### src/rtl/dual_glyph_scanner.sv
module dual_glyph_scanner #(
  parameter int TICK_CYCLES   = 27800,
  parameter int TICKS_PER_COL = 8,
  parameter int COLS_PER_SIDE = 5
) (
  input  logic       clk,
  input  logic       rst_n,
  input  logic [5:0] right_base,
  input  logic [5:0] left_base,
  output logic       sr_clk,
  output logic       sr_data,
  output logic       sr_clr_n,
  output logic [7:0] row_n
);
  localparam int NCOL = 2 * COLS_PER_SIDE;
  localparam int CW   = $clog2(NCOL);
  localparam int TW   = $clog2(TICK_CYCLES + 1);
  localparam int SW   = $clog2(TICKS_PER_COL + 1);

  typedef enum logic [1:0] {PH_IDLE, PH_LOAD, PH_LOW, PH_HIGH} phase_t;

  logic [TW-1:0] tdiv;
  logic [SW-1:0] sub;
  logic [CW-1:0] col;
  logic [5:0]    addr;
  logic [7:0]    rom_q;
  phase_t        ph;
  logic          tick, step, left_half;

  function automatic logic [7:0] glyph_byte(input logic [5:0] a);
    logic [3:0] idx;
    idx = ({1'b0, a[5:3]} + {1'b0, a[2:0]}) % 4'd7;
    if (a[2:0] >= 3'd5) return 8'hFF;
    return 8'hFF ^ (8'd1 << idx[2:0]);
  endfunction

  function automatic logic [7:0] flip(input logic [7:0] p);
    logic [7:0] o;
    o[7] = p[0];
    for (int k = 0; k < 7; k++) o[6-k] = p[k];
    return o;
  endfunction

  assign tick      = (tdiv == TW'(TICK_CYCLES - 1));
  assign step      = tick && (sub == SW'(TICKS_PER_COL - 1)) && (ph == PH_IDLE);
  assign left_half = (col >= CW'(COLS_PER_SIDE));

  always_ff @(posedge clk or negedge rst_n) begin
    if (!rst_n) begin
      tdiv <= '0;
      sub  <= '0;
    end else begin
      tdiv <= tick ? '0 : tdiv + 1'b1;
      if (tick) sub <= (sub == SW'(TICKS_PER_COL - 1)) ? '0 : sub + 1'b1;
    end
  end

  always_ff @(posedge clk or negedge rst_n) begin
    if (!rst_n) rom_q <= 8'hFF;
    else        rom_q <= glyph_byte(addr);
  end

  always_ff @(posedge clk or negedge rst_n) begin
    if (!rst_n) begin
      ph       <= PH_IDLE;
      col      <= '0;
      addr     <= '0;
      sr_clk   <= 1'b1;
      sr_data  <= 1'b0;
      sr_clr_n <= 1'b0;
      row_n    <= 8'hFF;
    end else begin
      sr_clr_n <= 1'b1;
      unique case (ph)
        PH_IDLE: if (step) begin
          sr_data <= (col == '0);
          if (col == '0)                      addr <= right_base;
          else if (col == CW'(COLS_PER_SIDE)) addr <= left_base;
          ph <= PH_LOAD;
        end
        PH_LOAD: begin
          sr_clk <= 1'b0;
          ph     <= PH_LOW;
        end
        PH_LOW: begin
          sr_clk <= 1'b1;
          ph     <= PH_HIGH;
        end
        PH_HIGH: begin
          sr_data <= 1'b0;
          row_n   <= left_half ? flip(rom_q) : rom_q;
          addr    <= addr + 6'd1;
          col     <= (col == CW'(NCOL - 1)) ? '0 : col + 1'b1;
          ph      <= PH_IDLE;
        end
      endcase
    end
  end

  p_clk_low_once_r2: assert property (@(posedge clk) disable iff (!rst_n)
    !sr_clk |=> sr_clk);

  p_data_drops_r3: assert property (@(posedge clk) disable iff (!rst_n)
    $rose(sr_clk) |=> !sr_data);

  p_data_col0_r3: assert property (@(posedge clk) disable iff (!rst_n)
    sr_data |-> (col == '0));

  p_row_hold_r4: assert property (@(posedge clk) disable iff (!rst_n)
    !$rose(sr_clk) |=> $stable(row_n));

  p_clr_stays_r1: assert property (@(posedge clk) disable iff (!rst_n)
    sr_clr_n |=> sr_clr_n);

  p_col_range_r3: assert property (@(posedge clk) disable iff (!rst_n)
    col < CW'(NCOL));
endmodule

### config.mk
export PLATFORM = sky130hd
export DESIGN_NAME = dual_glyph_scanner
export DESIGN_NICKNAME = d
export VERILOG_FILES = /design/src/rtl/dual_glyph_scanner.sv
export SDC_FILE = /design/constraint.sdc
export NUM_CORES = 1
export LEC_CHECK = 0
export BUFFER_PORTS_ARGS = -buffer_cell sky130_fd_sc_hd__clkbuf_2
export CORE_ASPECT_RATIO = 1.2
export CORE_MARGIN = 1.5
export CORE_UTILIZATION = 65
export CTS_BUF_LIST = sky130_fd_sc_hd__clkbuf_8
export CTS_CLUSTER_SIZE = 14
export DETAILED_ROUTE_END_ITERATION = 8
export PLACE_DENSITY = 0.95
export SLEW_MARGIN = 15
export SYNTH_ARGS = -nofsm -noshare
export SYNTH_HDL_FRONTEND = slang
export SYNTH_SLANG_ARGS = --single-unit
### constraint.sdc
create_clock -name clk -period 6.4 [get_ports clk]
set_input_delay 0.96 -clock clk [delete_from_list [all_inputs] [get_ports clk]]
set_output_delay 0.96 -clock clk [all_outputs]
set_load 0.05 [all_outputs]
==> impl_metrics.toml, run 1 <==
[power_and_ir_drop]
p_clk_share_pct = 35.7
p_seq_share_pct = 61.5
switching_share_pct = 22.53
p_per_area_nw_per_um2 = 166.9
ir_worst_vdd_uv = 97.32
internal_power_uw = 398.7
comb_power_share_pct = 2.8
netSwitchingPower_uw = 116.0
leakagePower_nw = 1.472

[timing]
finalCritPeriodShare_pct = 59.40
finClkSkew_ns = 0.01356
rsz0062_at_grt = "no"
finalHoldViolCount = 0
setup_viol = 0
period_needed_ns = 3.802
maxSlewHeadroom_pct = 38.41
holdWs_ns = 0.4967
slew_viol_final = 0
worst_pin_slew_ns = 0.9169
finalSetupTns_ns = 0
timing.fmax_ghz = 0.2630

[global_route]
overflow = 0
antenna_found_initial = 0
grt_max_degree = 51
grtUsageTotal_pct = 23.21
grt_pass1_wl_um = 8638
grt_pass1_vias = 2069

[clocking]
cts_buffer_depth = 2
worstSkewPairLatency_ns = 0.31
ctsResizeCount = 0
post-cts-setup-buffers = 0
clk_pin_slew_ns = 0.09
cts_buffers = 5
clock_sinks = 50
cts_tree = "done"
root_buffer = "clkbuf_8"
htree_num_levels = 2
holdBufCountCts = 0

[synth]
synth_adder_area_share_pct = 6.884
synth-seq-area-share_pct = 44.88
synth_edf_count = 0
ys_ff_latch = 50
synth_area_um2 = 2835
synth-async-reset-ratio_pct = 100.0
avgSynthCellArea_um2 = 10.13
yosysWarnings = 0
synthFlopType = "dfrtp_1"
syn-num-nets = 309
synth_xor_area_share_pct = 5.560
synth_compound_area_share_pct = 13.02
synthMuxAreaShare_pct = 6.708
synth_top_family_by_area = "simple AND/OR/NAND/NOR gates"
synthSimpleGateAreaFrac_pct = 20.12
synth_cell_types = 52
synth_cells = 280

[floorplanning]
rows = 26
num_io_pins = 25
fp.coreArea_um2 = 4229
die_y_um = 75.35
start_util_pct = 67.04
die_w_um = 63.29
die_area_um2 = 4769

[setup_path]
worstPathRequired_ns = 6.64
path_common_cell = "ha_1"
endpoint_kind = "flop"
path_cells = "ha_1 -> fa_1 -> xor2_1 -> ha_1 -> ha_1 -> nand2b_1 -> o21ai_0 -> ha_1 -> nor2b_1 -> a22oi_1 -> o2bb2ai_1 -> mux2_2 -> nand3_1"
path_class = "reg -> reg"
reg2reg_depth = 13
worstPathArrival_ns = 4.04
cp_max_fo = 10
start_kind = "flop"
rrSetupSlack_ns = 2.60
reg2reg_to = "rom_q[5]"
worstReg2RegStart = "addr[0]"
crit_slowest_cell = "dfrtp_1"
slowest_delay_ns = 0.45

[detailed_routing]
drc_errors = 0
detailroute.via_count = 2095
via_per_inst = 5.819
first_iter_violations = 120
wl_um = 5152
wire_per_inst_um = 14.31
first_pass_iters = 4
ant_nets = 0

[min_path]
hold_depth = 2
min_from = "row_n[0]"
min-delay-path-class = "reg -> reg"
whs_endpoint = "row_n[0]"

[finish]
diodes = 0
multi_input_area_um2 = 1486
n_fill_cell = 290
layout-drive-gt1-share_pct = 23.36
nets = 332
syn_to_final_growth_pct = 8.782
fin_area_um2 = 3084
register_area_um2 = 1272

[placed_design]
placed_area_um2 = 2994
place_congestion = 0.9374
dp_hpwl_um = 3693
io_buffers = 24

[status]
outcome = "finished, final reports clean"

[job]
maxCapViolations = 0
-- synth_stat cells (2+ instances only) --
cell | count | area (um^2)
inv_1 | 8 | 30.03
a21o_1 | 3 | 22.52
nor3_1 | 8 | 40.04
xor2_1 | 13 | 113.9
nand3_1 | 20 | 100.1
nor3b_1 | 3 | 22.52
o22a_1 | 4 | 35.03
mux2i_1 | 10 | 100.1
nand2_1 | 19 | 71.32
and3_1 | 2 | 12.51
ha_1 | 14 | 175.2
mux2_2 | 8 | 90.09
a21oi_2 | 2 | 17.52
xnor2_1 | 5 | 43.79
o21a_1 | 2 | 15.01
o21ai_0 | 11 | 55.05
nor2b_1 | 8 | 50.05
a21oi_1 | 12 | 60.06
dfrtp_1 | 33 | 825.8
a31o_2 | 2 | 17.52
nand2b_1 | 4 | 25.02
a211oi_1 | 3 | 22.52
dfstp_2 | 17 | 446.7
clkbuf_1 | 8 | 30.03
or3b_2 | 2 | 17.52
nand4_1 | 4 | 25.02
nand3b_1 | 4 | 30.03
nor2_1 | 24 | 90.09
a31oi_1 | 4 | 25.02
-- per-stage QoR --
step / power [mW] / util [%] / setup WS [ns] / std cells
final: 0.5147 / 72.93 / 2.598 / 360
after global routing: 0.5295 / 72.93 / 2.312 / 360
after CTS: 0.5170 / 72.93 / 2.650 / 360
after detailed placement: 0.3370 / 70.80 / 2.680 / 352
after global placement: 0.3366 / 70.80 / 2.790 / 352
after floorplan: 0.3263 / - / 2.887 / 280
-- cell type report --
cell class / count / share of cell area [%]
multi-input cells: 212 / 48.19
clock buffers: 5 / 2.231
inverters: 8 / 0.9736
well taps: 56 / 2.272
flip-flops and latches: 50 / 41.26
clock inverters: 3 / 0.6897
repair buffers: 26 / 4.381
-- sequential cells by signal, summed over array words and instances (netlist names) --
signal	cells
addr	6
col	4
ph	2
rom_q	8
row_n	8
sr_clk	1
sr_clr_n	1
sr_data	1
sub	4
tdiv	15
-- worst max path at each step --
stage,end,from
global route,rom_q[5],addr[0]
finish,rom_q[5],addr[0]
global placement,rom_q[2],addr[0]
CTS,rom_q[5],addr[0]
detailed placement,rom_q[2],addr[0]
floorplan,rom_q[2],addr[0]
-- cell families after synthesis --
logic type                 count (synthesis)
and+or+nand+nor                          105
other                                      1
adders and majority gates                 15
DFF                                       50
xor gates and xnor gates                  18
AOI/OAI and AO/OA                         55
muxes                                     18
buffers and inverters                     18
-- cells in the final DEF, fill, tap and decap left out, types with 2 or more instances in the layout --
cell type	count
xor2_1	13
o21ai_0	11
nor2_1	24
o21a_1	2
nand3_1	20
nor3b_1	3
dfstp_2	17
a211oi_1	3
buf_4	2
clkbuf_8	5
a21oi_2	2
nor2b_1	8
ha_1	14
or3b_2	2
inv_1	8
a31o_2	2
nor3_1	8
xnor2_1	5
and3_1	2
mux2_2	8
mux2i_1	10
dfrtp_1	33
a21o_1	3
nand2_1	19
nand2b_1	4
o22a_1	4
nand4_1	4
clkbuf_2	24
a21oi_1	12
a31oi_1	4
nand3b_1	4
-- worst max-delay path, delay by kind of cell, from the launching register on --
kind                     cells  cell delay (ns)
flip-flops                   1             0.45
adder cells (fa/ha/maj)      5             1.53
XOR/XNOR                     1             0.36
AND/OR/NAND/NOR              3             0.44
AO/OA/AOI/OAI                3             0.55
multiplexers                 1             0.40
-- routing by layer --
| layer | track usage (%) | vias to the layer above | share of wire [%] |
|---|---|---|---|
| met5 | 0 | - | 0 |
| met4 | 9.662 | 0 | 1.3 |
| met3 | 4.727 | 7 | 2.7 |
| met2 | 45.74 | 34 | 53 |
| met1 | 24.46 | 1014 | 43 |
| li1 | - | 1040 | - |
-- power groups by stage --
stage / logic [mW] / clock network (mW) / registers, mW
after floorplan: 0.00262 / 0 / 0.324
after global placement: 0.0142 / 0 / 0.322
after detailed placement: 0.0146 / 0 / 0.322
after CTS: 0.0147 / 0.186 / 0.317
after global routing: 0.0160 / 0.197 / 0.317
final: 0.0142 / 0.184 / 0.317
Note: power is estimated with default switching activity, not from simulation.
==> run 2, diff against run 1 <==
- ABC_AREA: not set -> 1
- CORE_UTILIZATION: 65 -> 62
- clock period: 6.4 -> 3.7 ns (I/O delays scaled with it)
==> run 2 against run 1 <==
Count of clock-buffer cells in the layout is the same. Non-clock buffer count shrank 1. Cell count grew 18%. Sequential share of layout area shrank 0.13 points. Synthesized cell count grew 21%. Die area grew 3.6%. Synthesized area shrank 1.1%. Register-to-register slack lost 1.7 ns. Clock skew shrank 0.0037 ns. Sequential power grew 73%. Maximum frequency grew 34%. Routed wire length shrank 2.0%.
==> impl_metrics.toml, run 2 <==
[timing]
finClkSkew_ns = 0.009909
holdWs_ns = 0.3524
finalSetupTns_ns = 0
period_needed_ns = 2.845
finalHoldViolCount = 0
maxSlewHeadroom_pct = 40.43
setup_viol = 0
slew_viol_final = 0
finalCritPeriodShare_pct = 76.88
rsz0062_at_grt = "no"
worst_pin_slew_ns = 0.8935
timing.fmax_ghz = 0.3515

[setup_path]
worstPathRequired_ns = 3.92
start_kind = "flop"
path_cells = "ha_1 -> fa_1 -> inv_1 -> nand2_1 -> nand2_1 -> inv_1 -> ha_1 -> ha_1 -> inv_1 -> nand2_2 -> nand2_1 -> nand2_1 -> ha_1 -> nand3_1 -> nand2_1 -> a21oi_2 -> nand3_1"
slowest_delay_ns = 0.46
worstPathArrival_ns = 3.06
path_common_cell = "nand2_1"
crit_slowest_cell = "dfrtp_1"
endpoint_kind = "flop"
path_class = "reg -> reg"
cp_max_fo = 6

[floorplanning]
die_w_um = 64.41
start_util_pct = 65.33
rows = 26
die_area_um2 = 4939
die_y_um = 76.69
num_io_pins = 25
fp.coreArea_um2 = 4294

[detailed_routing]
wl_um = 5051
via_per_inst = 5.311
first_pass_iters = 4
wire_per_inst_um = 11.88
detailroute.via_count = 2257
drc_errors = 0
ant_nets = 0
first_iter_violations = 124

[min_path]
min-delay-path-class = "in -> async"

[synth]
synth_area_leaders = "dfrtp_1, dfstp_2, nand2_1, ha_1, nand3_1"
synth_cell_types = 35
synth_top_area_share_pct = 29.44
synth_area_um2 = 2805
synth-async-reset-ratio_pct = 100.0
syn-num-nets = 368
synthFlopType = "dfrtp_1"
yosysMostFrequentCell = "nand2_1"
synth.largest_area_cell = "dfrtp_1"
synth_edf_count = 0
synth_common_cells = "nand2_1, inv_1, dfrtp_1, nor2_1, nand3_1"
yosysWarnings = 0
synth-seq-area-share_pct = 45.36
avgSynthCellArea_um2 = 8.275
ys_ff_latch = 50
synth_cells = 339

[finish]
final_cell_mix = "nand2_1, inv_1, nor2_1, dfrtp_1, nand3_1"
regMostFlops = "tdiv"
largest_reg_flops = 15
layout_commonest_cell = "nand2_1"
n_fill_cell = 326
layout-drive-gt1-share_pct = 23.31
final_core_util_pct = 72.06
nets = 397
syn_to_final_growth_pct = 10.30
diodes = 0
fin_area_um2 = 3094
reg.largest.list = "tdiv: 15 flops, rom_q: 8 flops, row_n: 8 flops"

[power_and_ir_drop]
comb_power_share_pct = 2.5
p_seq_share_pct = 57.9
p_per_area_nw_per_um2 = 305.6
netSwitchingPower_uw = 191.4
finalPower_uw = 945.6
internal_power_uw = 754.3
leakagePower_nw = 1.553
p_clk_share_pct = 39.6
ir_worst_vdd_uv = 204.7
switching_share_pct = 20.24

[global_route]
antenna_found_initial = 0
grt_max_degree = 38
grtUsageTotal_pct = 22.82
grt_pass1_vias = 2219
grt_pass1_wl_um = 8928
overflow = 0

[placed_design]
placed_area_um2 = 2984
dp_hpwl_um = 3847
io_buffers = 24
place_congestion = 0.8835

[clocking]
worstSkewPairLatency_ns = 0.30
cts_buffer_depth = 2
holdBufCountCts = 0
htree_num_levels = 2
clock_sinks = 50
ctsResizeCount = 0
cts_tree = "done"
post-cts-setup-buffers = 0
clk_pin_slew_ns = 0.09
cts_buffers = 5
root_buffer = "clkbuf_8"

[job]
maxCapViolations = 0

[status]
outcome = "finished, final reports clean"
-- run 2: cell types whose count changed in the layout (fill, tap and decap cells not counted), sizes merged, moves of 4 or more --
cell    delta
o22a       -4
xor2       -5
a21oi      -5
nor2b      -8
mux2i     -10
nand3     +13
xnor2      -4
nor2      +16
nor3       -4
nand2b     -4
o21ai     +14
mux2       -7
inv       +36
nand2     +68
-- run 2: power groups by stage --
stage | Clock (mW) | Sequential (mW) | Combinational [mW]
5_1_grt | 0.402 | 0.548 | 0.0278
6_report | 0.374 | 0.548 | 0.0239
3_5_place_dp | 0 | 0.558 | 0.0245
4_1_cts | 0.379 | 0.548 | 0.0246
3_3_place_gp | 0 | 0.558 | 0.0244
2_1_floorplan | 0 | 0.560 | 0.00355
-- run 2: final cells by class --
type | instances | area (um^2) | area share [%]
Multi-Input combinational cell | 243 | 1353 | 43.71
Clock inverter | 3 | 41.29 | 1.334
Inverter | 43 | 161.4 | 5.216
Timing Repair Buffer | 25 | 127.6 | 4.125
Sequential cell | 50 | 1272 | 41.12
Clock buffer | 5 | 68.82 | 2.224
Tap cell | 56 | 70.07 | 2.264
-- run 2: worst max-delay path: cells and delay by family, from the launching register on --
kind,cells,cell delay (ns)
AND/OR/NAND/NOR,8,0.65
adder cells (fa/ha/maj),5,1.22
flip-flops,1,0.46
AO/OA/AOI/OAI,1,0.19
buffers and inverters,3,0.25
-- run 2: worst paths after layout --
check / from / to / slack, ns / cells after the start
min in group clk: tdiv[0] / tdiv[0] / 0.46 / 1
hold / removal: rst_n / tdiv[1] / 0.35 / 1
max in group asynchronous: rst_n / rom_q[3] / 2.54 / 2
setup / recovery: addr[0] / rom_q[3] / 0.86 / 17
hold reg to reg: tdiv[0] / tdiv[0] / 0.46 / 1
setup reg to reg: addr[0] / rom_q[3] / 0.86 / 17
-- run 2: cell families (layout without fill, tap and decap cells) --
kind of cell / after synthesis / count (layout) / share of synthesized area (%)
other: 1 / 1 / 0.1337
adders and majority gates: 15 / 15 / 6.958
xor gates and xnor gates: 9 / 9 / 2.810
DFF: 50 / 50 / 45.36
muxes: 1 / 1 / 0.4014
AOI/OAI and AO/OA: 45 / 45 / 8.965
buffers and inverters: 46 / 76 / 6.423
and+or+nand+nor: 172 / 172 / 28.95
-- run 2: layer usage --
metal,vias to the layer above,global-route usage (%),share of wire [%]
met1,1065,24.78,42
met4,0,10.64,2.2
li1,1151,-,-
met3,9,3.666,2.5
met5,-,0,0
met2,32,42.40,53
-- run 2: stage by stage --
stage	setup WS (ns)	cells
finish	0.8554	425
global route	0.5488	425
detailed placement	0.8790	417
floorplan	1.132	339
global placement	1.029	417
CTS	0.8529	425
